## config.mk

```make
export PLATFORM = sky130hd
export DESIGN_NAME = kbd_link_engine
export DESIGN_NICKNAME = d
export VERILOG_FILES = /design/src/rtl/kbd_link_engine.sv
export SDC_FILE = /design/constraint.sdc
export NUM_CORES = 1
export LEC_CHECK = 0
export BUFFER_PORTS_ARGS = -buffer_cell sky130_fd_sc_hd__buf_4
export CORE_AREA = 2 2 117 62
export DETAILED_ROUTE_END_ITERATION = 8
export DIE_AREA = 0 0 119 64
export GPL_ROUTABILITY_DRIVEN = 0
export PLACE_DENSITY = 0.75
export RECOVER_POWER = 50
export SYNTH_ARGS = -nofsm -noshare
export SYNTH_HDL_FRONTEND = slang
export SYNTH_SLANG_ARGS = --single-unit
```

## constraint.sdc

```tcl
create_clock -name clk -period 2.8 [get_ports clk]
set_input_delay 0.14 -clock clk [delete_from_list [all_inputs] [get_ports clk]]
set_output_delay 0.14 -clock clk [all_outputs]
set_load 0.005 [all_outputs]
```

## src/rtl/kbd_link_engine.sv

```systemverilog
`timescale 1ns/1ps
module kbd_link_engine #(
  parameter logic [7:0] C_RESET  = 8'hFF,
  parameter logic [7:0] C_BYTEOK = 8'h3F,
  parameter logic [7:0] C_NONE   = 8'h30,
  parameter logic [7:0] C_SCAN   = 8'h31,
  parameter logic [7:0] C_MOUSE  = 8'h32,
  parameter logic [7:0] C_BOTH   = 8'h33,
  parameter logic [7:0] C_MREQ   = 8'h22,
  parameter int CW = 7,
  parameter int NBTN = 3,
  parameter logic [3:0] BTN_ROW = 4'h7
) (
  input  logic            clk,
  input  logic            rst_n,
  input  logic            user_reset,
  input  logic            rx_valid,
  input  logic [7:0]      rx_data,
  output logic            tx_valid,
  output logic [7:0]      tx_data,
  input  logic            tx_ready,
  input  logic            key_valid,
  input  logic            key_down,
  input  logic [3:0]      key_row,
  input  logic [3:0]      key_col,
  output logic            key_ready,
  input  logic [NBTN-1:0] btn,
  input  logic            x_ref,
  input  logic            x_dir,
  input  logic            y_ref,
  input  logic            y_dir,
  output logic            scan_en
);
  localparam logic [CW-1:0] CMAX = {1'b0, {(CW-1){1'b1}}};
  localparam logic [CW-1:0] CMIN = {1'b1, {(CW-1){1'b0}}};

  typedef enum logic [2:0] {RSEND, RWAIT, IDLE, B1, W1, B2, W2} st_t;
  st_t state;

  logic mouse_en, mreq, pend_v, pkt_m;
  logic [8:0] pend;
  logic [7:0] b1, b2;
  logic [NBTN-1:0] btn_seen, bsel;
  logic [3:0] bidx;
  logic bany;
  logic [2*CW-1:0] cnt;
  logic [CW-1:0] cx, cy;

  assign cx = cnt[CW-1:0];
  assign cy = cnt[2*CW-1:CW];

  wire rx_rst = rx_valid && rx_data == C_RESET;
  wire rx_req = rx_valid && rx_data == C_MREQ;
  wire rx_fin = rx_valid && (rx_data == C_NONE || rx_data == C_SCAN ||
                             rx_data == C_MOUSE || rx_data == C_BOTH);
  wire in_pkt = state != RSEND && state != RWAIT;
  wire bad1 = state == W1 && rx_valid && !rx_rst && !rx_req && rx_data != C_BYTEOK;
  wire bad2 = state == W2 && rx_valid && !rx_rst && !rx_req && !rx_fin;
  wire restart = user_reset || (in_pkt && rx_rst) || bad1 || bad2;

  wire locked = cx == CMAX || cx == CMIN || cy == CMAX || cy == CMIN;
  wire moved  = |cnt;
  wire want_key = pend_v && scan_en;
  wire want_m   = mreq || (mouse_en && moved);
  wire start_m  = state == IDLE && !restart &&
                  ((locked && (mouse_en || mreq)) || (!want_key && want_m));
  wire start_k  = state == IDLE && !restart && !start_m && want_key;
  wire mclr     = start_m || restart;

  assign key_ready = !scan_en || !pend_v;
  assign tx_valid  = state == RSEND || state == B1 || state == B2;

  always_comb begin
    case (state)
      RSEND:   tx_data = C_RESET;
      B1:      tx_data = b1;
      B2:      tx_data = b2;
      default: tx_data = 8'h00;
    endcase
  end

  always_comb begin
    bany = 1'b0;
    bidx = 4'd0;
    bsel = '0;
    for (int i = NBTN - 1; i >= 0; i--) begin
      if (btn[i] != btn_seen[i]) begin
        bany = 1'b1;
        bidx = i[3:0];
        bsel = '0;
        bsel[i] = 1'b1;
      end
    end
  end

  function automatic logic [1:0] qdec(input logic [1:0] o, input logic [1:0] n);
    if (n == {o[0], ~o[1]})      return 2'b11;
    else if (n == {~o[0], o[1]}) return 2'b10;
    else                         return 2'b00;
  endfunction

  for (genvar a = 0; a < 2; a++) begin : g_axis
    logic [1:0] s1, s2, sp, qin, st;
    logic [CW-1:0] c;
    assign qin = (a == 0) ? {x_ref, x_dir} : {y_ref, y_dir};
    assign st  = qdec(sp, s2);
    always_ff @(posedge clk or negedge rst_n) begin
      if (!rst_n) begin
        s1 <= 2'b00; s2 <= 2'b00; sp <= 2'b00; c <= '0;
      end else begin
        s1 <= qin;
        s2 <= s1;
        sp <= s2;
        if (mclr) c <= '0;
        else if (!locked && st[1]) c <= st[0] ? c + 1'b1 : c - 1'b1;
      end
    end
    assign cnt[a*CW +: CW] = c;
  end

  always_ff @(posedge clk or negedge rst_n) begin
    if (!rst_n) begin
      state <= RSEND;
      scan_en <= 1'b0; mouse_en <= 1'b0; mreq <= 1'b0;
      pend_v <= 1'b0; pend <= '0; btn_seen <= '0;
      b1 <= '0; b2 <= '0; pkt_m <= 1'b0;
    end else if (restart) begin
      state <= RSEND;
      scan_en <= 1'b0; mouse_en <= 1'b0; mreq <= 1'b0;
      pend_v <= 1'b0; btn_seen <= '0;
    end else begin
      if (start_m) mreq <= 1'b0;
      else if (rx_req && in_pkt) mreq <= 1'b1;

      if (!scan_en) begin
        pend_v <= 1'b0;
        btn_seen <= '0;
      end else if (start_k) begin
        pend_v <= 1'b0;
      end else if (!pend_v) begin
        if (key_valid) begin
          pend_v <= 1'b1;
          pend <= {key_down, key_row, key_col};
        end else if (bany) begin
          pend_v <= 1'b1;
          pend <= {|(btn & bsel), BTN_ROW, bidx};
          btn_seen <= (btn_seen & ~bsel) | (btn & bsel);
        end
      end

      case (state)
        RSEND: if (tx_ready) state <= RWAIT;
        RWAIT: if (rx_valid) state <= rx_rst ? IDLE : RSEND;
        IDLE: begin
          if (start_m) begin
            b1 <= {{(8-CW){cx[CW-1]}}, cx};
            b2 <= {{(8-CW){cy[CW-1]}}, cy};
            pkt_m <= 1'b1;
            state <= B1;
          end else if (start_k) begin
            b1 <= {pend[8] ? 4'hC : 4'hD, pend[7:4]};
            b2 <= {pend[8] ? 4'hC : 4'hD, pend[3:0]};
            pkt_m <= 1'b0;
            state <= B1;
          end
        end
        B1: if (tx_ready) state <= W1;
        W1: if (rx_valid && rx_data == C_BYTEOK) state <= B2;
        B2: if (tx_ready) state <= W2;
        W2: if (rx_fin) begin
          state <= IDLE;
          scan_en  <= rx_data == C_SCAN  || rx_data == C_BOTH;
          mouse_en <= rx_data == C_MOUSE || rx_data == C_BOTH;
        end
        default: state <= RSEND;
      endcase
    end
  end


  tx_hold_chk: assert property (@(posedge clk) disable iff (!rst_n)
    tx_valid && !tx_ready && !user_reset && !rx_valid |=> tx_valid && $stable(tx_data));


  tx_gap_chk: assert property (@(posedge clk) disable iff (!rst_n)
    tx_valid && tx_ready && !user_reset && !rx_valid |=> !tx_valid);


  key_nibble_chk: assert property (@(posedge clk) disable iff (!rst_n)
    tx_valid && state != RSEND && !pkt_m |-> tx_data[7:4] == 4'hC || tx_data[7:4] == 4'hD);


  scan_rise_chk: assert property (@(posedge clk) disable iff (!rst_n)
    $rose(scan_en) |-> $past(rx_valid));


  cnt_freeze_chk: assert property (@(posedge clk) disable iff (!rst_n)
    locked && !mclr |=> $stable(cx) && $stable(cy));
endmodule

```

# [Yosys cells after proc, flatten, opt, wreduce, memory -nomap -nowiden]
# Index checks and enable logic that the tools add are counted.
[op_classes] n_reduce_logical=68 eq_ne=37 mux=59 bitwise_logic=11 add_sub_neg=4
[ops] op="3-bit 2-to-1 mux" n=18
[ops] op="8-bit by 6-bit equality test with 1-bit output (second input constant)" n=6
[ops] op="7-bit 2-to-1 mux" n=6
[ops] op="8-bit 2-to-1 mux" n=4
[ops] op="1-bit logical AND" n=25
[ops] op="8-bit one-hot mux with 3 select lines" n=1
[ops] op="3-bit one-hot mux with 7 select lines" n=1
[ops] op="1-bit 2-to-1 mux" n=19
[ops] op="1-bit logical OR" n=18
[ops] op="9-bit 2-to-1 mux" n=2
[ops] op="3-bit != test (second input constant)" n=6
[ops] op="7-bit by 1-bit adder with 7-bit output (second input constant)" n=2
[ops] op="7-bit by 6-bit equality test with 1-bit output (second input constant)" n=2
[ops] op="7-bit equality test (second input constant)" n=2
[ops] op="14-bit OR reduction" n=1
[ops] op="7-bit by 1-bit subtractor with 7-bit output (second input constant)" n=2
[ops] op="2-bit 2-to-1 mux" n=6
[ops] op="2-bit nonzero test" n=6
[ops] op="3-bit equality test (second input constant)" n=3
[ops] op="1-bit zero test" n=9
[ops] op="3-bit by 2-bit != test with 1-bit output (second input constant)" n=3
[ops] op="2-bit equality test" n=4
[ops] op="8-bit equality test (second input constant)" n=1
[ops] op="4-bit 2-to-1 mux" n=2
[ops] op="other kinds (18)" n=30
[word_totals] inputBits=30 regBits=61 output_inout_bits=11

# [Depth between registers and ports, before layout]
[depth] depth_word=18 ltp_mapped=10 depth_no_buf=10

# [Least setup slack after synthesis]
# Ideal clock, no wire load.
[synth_timing] path_kind="register to register" start="register g_axis[0].sp[0]" end="register g_axis[0].c[6] (netlist: cx[6])" arrival_time_ps=2344 period_less_slack_ps=2422 setup_ps=78 slack_ps=378 required_time_ps=2722 stages_incl_launch_ff=11 path_cell_list="dfrtp_1 > xnor2_1 > nor2b_1 > inv_1 > fa_1 > a211oi_1 > o21bai_1 > a21oi_1 > xnor2_1 > or3_1 > a21oi_1"
[synth_via] elab_chain_len=6 elab_cells_between_ends=10
[synth_rtl] item="start: declaration" line="103" source="logic [1:0] s1, s2, sp, qin, st;"
[synth_rtl] item="start signal: assignment" line="109" source="s1 <= 2'b00; s2 <= 2'b00; sp <= 2'b00; c <= '0;"
[synth_rtl] item="start signal: assignment" line="113" source="sp <= s2;"
[synth_rtl] item="1-bit NOT" line="98" source="else if (n == {~o[0], o[1]}) return 2'b10;"
[synth_rtl] item="2-bit equality test" line="98"
[synth_rtl] item="2-bit 2-to-1 mux" line="98"
[synth_rtl] item="2-bit 2-to-1 mux *" line="97" source="if (n == {o[0], ~o[1]}) return 2'b11;"
[synth_rtl] item="parallel branches: the longest is 2 deep, another holds 7-bit 2-to-1 mux"
[synth_rtl] item="end signal: assignment" line="115" source="else if (!locked && st[1]) c <= st[0] ? c + 1'b1 : c - 1'b1;"
[synth_rtl] item="end: declaration" line="104" source="logic [CW-1:0] c;"
# Mark *: on every way between the ends. The select of a mux whose other input is x is not followed.
# A chain may end at the register's enable or synchronous reset.

# [Worst setup path after layout]
[layout_timing] start="register g_axis[1].s2[0]" end="register g_axis[1].c[6] (netlist: cy[6])"
[layout_via] elab_chain_len=5 elab_cells_between_ends=9
[layout_rtl] item="start: declaration" line="103"
[layout_rtl] item="start signal: assignment" line="109"
[layout_rtl] item="start signal: assignment" line="112" source="s2 <= s1;"
[layout_rtl] item="2-bit equality test (on tied branches)" line="97, 98"
[layout_rtl] item="2-bit 2-to-1 mux *" line="97"
[layout_rtl] item="7-bit 2-to-1 mux or 2-bit 2-to-1 mux (tied branches)" line="115, 97"
[layout_rtl] item="7-bit 2-to-1 mux or 1-bit logical AND (tied branches)" line="115"
[layout_rtl] item="7-bit 2-to-1 mux or 2-bit nonzero test (tied branches)"
[layout_rtl] item="end signal: assignment" line="115"
[layout_rtl] item="end: declaration" line="104"
# Every way passes the cells marked *; elsewhere a longest branch is shown, timed or not. The select of a mux whose other input is x is not followed.

==> impl_metrics.csv <==
group,metric,value,unit
status,status,"finished, final reports clean",
route,drt_pass1_iterations,8,
die,die_w,119,um
global_routing,overflow,0,
clock_tree,cts.sinks,59,
global_routing,grt_use_total,25.0,%
worst_setup_path,crit_type,"flop to flop",
timing,relSlewSlack,1.29,%
finish,nFillCells,513,
logic_synthesis,post-synth-top-count-cell,"dfrtp_1",
placement,place_hpwl,6140,um
power_and_ir_drop,ir_drop,369,uV
worst_setup_path,cp.required,3.00,ns
logic_synthesis,syn-cell-area,3550,um2
die,core-area,6540,um2
clock_tree,clock_tree.buffer_depth,2,
worst_hold_path,hold_depth,3,
die,start_util,54.3,%
finish,num_antenna_cells,0,
finish,multi_input_area,1920,um2
power_and_ir_drop,swShare,34.1,%
finish,ff_latch_area,1480,um2
timing,finalSetupViolCount,0,
route,drc,0,
clock_tree,cts_tree,"done",
finish,finalInstanceArea,4360,um2
route,drt-total-wl,9150,um
route,viasPerCell,5.91,
logic_synthesis,synth_commonest_cells,"59 x dfrtp_1, 42 x nand2_1, 35 x nor2_1, 26 x inv_1, 24 x a21oi_1",
global_routing,grt_start_max_net_pins,60,
logic_synthesis,synth_cells,372,
global_routing,antenna_found_initial,0,
logic_synthesis,synth_ff_type,"dfrtp_1",
die,fp-row-count,21,
timing,finalSetupTns,0,ns
logic_synthesis,yosys.area.top_type,"dfrtp_1",
timing,finalCritPeriodShare,96.8,%
logic_synthesis,yosysTopAreaCellShare,41.5,%
finish,nets,465,
power_and_ir_drop,p_leak,2.04,nW
global_routing,grt_pass1_vias,3090,
die,die-area,7620,um2
clock_tree,clock_latency,0.33,ns
finish,syn_to_final_growth,22.6,%
logic_synthesis,seq_area_frac_synth,41.5,%
power_and_ir_drop,intPower,0.00237,W
route,ant_nets,0,
worst_setup_path,arrival,2.91,ns
logic_synthesis,synthTopCellsByArea,"dfrtp_1 42%, mux2i_1 5.4%, nand2_1 4.4%",
power_and_ir_drop,comb_power_share,33.4,%
logic_synthesis,netlist-cell-type-count,58,
route,num_vias,3059,
placement,placed_cell_area,3940,um2
worst_setup_path,cp_max_fo,5,
clock_tree,cts_max_level,3,
timing,fin_crit,2.71,ns
timing,hold_viol_final,0,
finish,layout-drive-gt1-share,20.9,%
logic_synthesis,syn_area_per_cell,9.55,um2
logic_synthesis,synth.net_count,416,
power_and_ir_drop,power,0.00359,W
worst_setup_path,critPathLaunchType,"flop",
die,num_io_pins,41,
worst_hold_path,min_path_type,"input port to flop",
die,fp.dieH,64,um
route,drt_iter0_drc,292,
placement,port_buffers,40,
timing,slew_violations,0,
route,wl_per_cell,17.7,um
clock_tree,cts_buffers,9,
logic_synthesis,synth_edf_count,0,
power_and_ir_drop,p_sw,0.00123,W
clock_tree,cts_root_buf,"clkbuf_16",
timing,skew,0.00598,ns
power_and_ir_drop,power_frac_seq,31.7,%
timing,fmax,369,MHz
power_and_ir_drop,clkPwrFrac,34.9,%
logic_synthesis,synthArstFlopShare,100,%
worst_setup_path,end_kind,"flop",
power_and_ir_drop,powerDensity,825,nW/um2
logic_synthesis,synth.yosys.warnings,0,
clock_tree,clk_pin_slew_worst_paths,0.05,ns
worst_setup_path,r2r_cells,10,
logic_synthesis,ys_seq_elements,59,
timing,tightest_slew,1.48,ns
job,max-cap-violations,0,
global_routing,grt_pass1_wl,14800,um
-- cell type report --
type                       count  area share (%)
clock buffer                   9            5.17
clock inverter                 7            2.67
inverter                      26            2.24
multi-input combinational    272            44.0
sequential                    59            33.9
tap                           92            2.64
timing repair buffer          53            9.37
-- state kept, by name, summed over array words and instances, names as in the netlist --
| name | count |
|---|---|
| mreq | 1 |
| b1 | 7 |
| b2 | 7 |
| g_axis.s2 | 4 |
| pend | 9 |
| scan_en | 1 |
| mouse_en | 1 |
| cx | 7 |
| g_axis.sp | 4 |
| pend_v | 1 |
| state | 3 |
| cy | 7 |
| btn_seen | 3 |
| g_axis.s1 | 4 |
-- worst paths after layout --
| check | to | start | slack [ns] |
|---|---|---|---|
| worst max-delay path | cy[6] | g_axis[1].s2[0] | 0.09 |
| worst min-delay path | pend[7] | key_row[3] | 0.07 |
| worst max register to register | cy[6] | g_axis[1].s2[0] | 0.09 |
| worst min register to register | g_axis[1].s2[1] | g_axis[1].s1[1] | 0.35 |
| max in group asynchronous | cx[6] | rst_n | 1.19 |
| min in group asynchronous | btn_seen[1] | rst_n | 0.70 |
-- power groups by stage --
| stage | Sequential (W) | Clock (W) | Combinational, W |
|---|---|---|---|
| detailed placement | 0.00113 | 0 | 0.00112 |
| floorplan | 0.00107 | 0 | 0.000855 |
| global route | 0.00115 | 0.00131 | 0.00131 |
| global placement | 0.00113 | 0 | 0.00106 |
| finish | 0.00114 | 0.00125 | 0.00120 |
| CTS | 0.00113 | 0.00127 | 0.00116 |
-- worst max-delay path: stages (launching register included) --
cell,delay (ns)
dfrtp_1,0.39
xnor2_1,0.35
nor2_2,0.10
inv_1,0.17
ha_1,0.30
nor2b_1,0.17
o31a_1,0.28
o311a_1,0.32
o2111ai_1,0.26
xor2_1,0.18
nor2_1,0.06
-- metal layers --
metal,vias up,wire length (um),track usage (%),share of wire [%]
met1,1478,3660,30.0,40
met3,24,746,7.14,8.2
met5,-,0,0,0
li1,1412,-,-,-
met4,0,189,9.67,2.1
met2,145,4550,43.0,50
-- cells by family after synthesis --
kind of cell    share of synthesized area, %
fa+ha+maj                               5.63
simple gates                            17.5
buf+inv                                 4.86
mux                                     11.0
flops                                   41.5
compound gates                          14.5
xor+xnor                                4.93
-- layout by cell type (no fill, tap or decap), types with 3 or more instances in the layout --
master	Yosys	final
nand2b_1	3	3
or2_2	3	3
o21ai_0	14	13
nor2b_1	6	5
nor2_1	35	34
nand2_1	42	42
inv_1	26	26
a211oi_1	4	3
o211ai_1	3	3
or3_1	3	3
bufinv_16	0	3
mux2i_1	19	19
mux2_4	5	5
o221ai_1	8	8
mux2_1	4	4
mux2_2	7	7
xnor2_1	15	15
clkbuf_16	0	9
nor4_1	3	3
nor3_1	6	6
xor2_1	5	5
a21oi_1	24	24
buf_4	2	43
clkbuf_4	0	4
nand3_1	6	6
nand4_1	3	3
dlygate4sd3_1	0	5
ha_1	12	12
dfrtp_1	59	59
-- metrics by stage --
stage | util, % | hold slack (ns) | instances | setup slack (ns)
6_report | 66.6 | 0.0664 | 518 | 0.0897
5_1_grt | 66.6 | 0.0704 | 518 | -0.0441
4_1_cts | 66.2 | 0.0601 | 516 | 0.0200
3_5_place_dp | 60.2 | 0.251 | 495 | 0.122
3_3_place_gp | 60.2 | 0.241 | 495 | 0.225
2_1_floorplan | - | -0.156 | 372 | 0.378
-- repair_timing --
item / in CTS / in global routing
hold endpoints to repair: 63 / 0
gates resized for setup: 0 / 5
buffers inserted: 0 / 2
setup endpoints to repair: 0 / 2
hold buffers: 5 / 0
No activity file was read; power rests on OpenSTA's default activity.
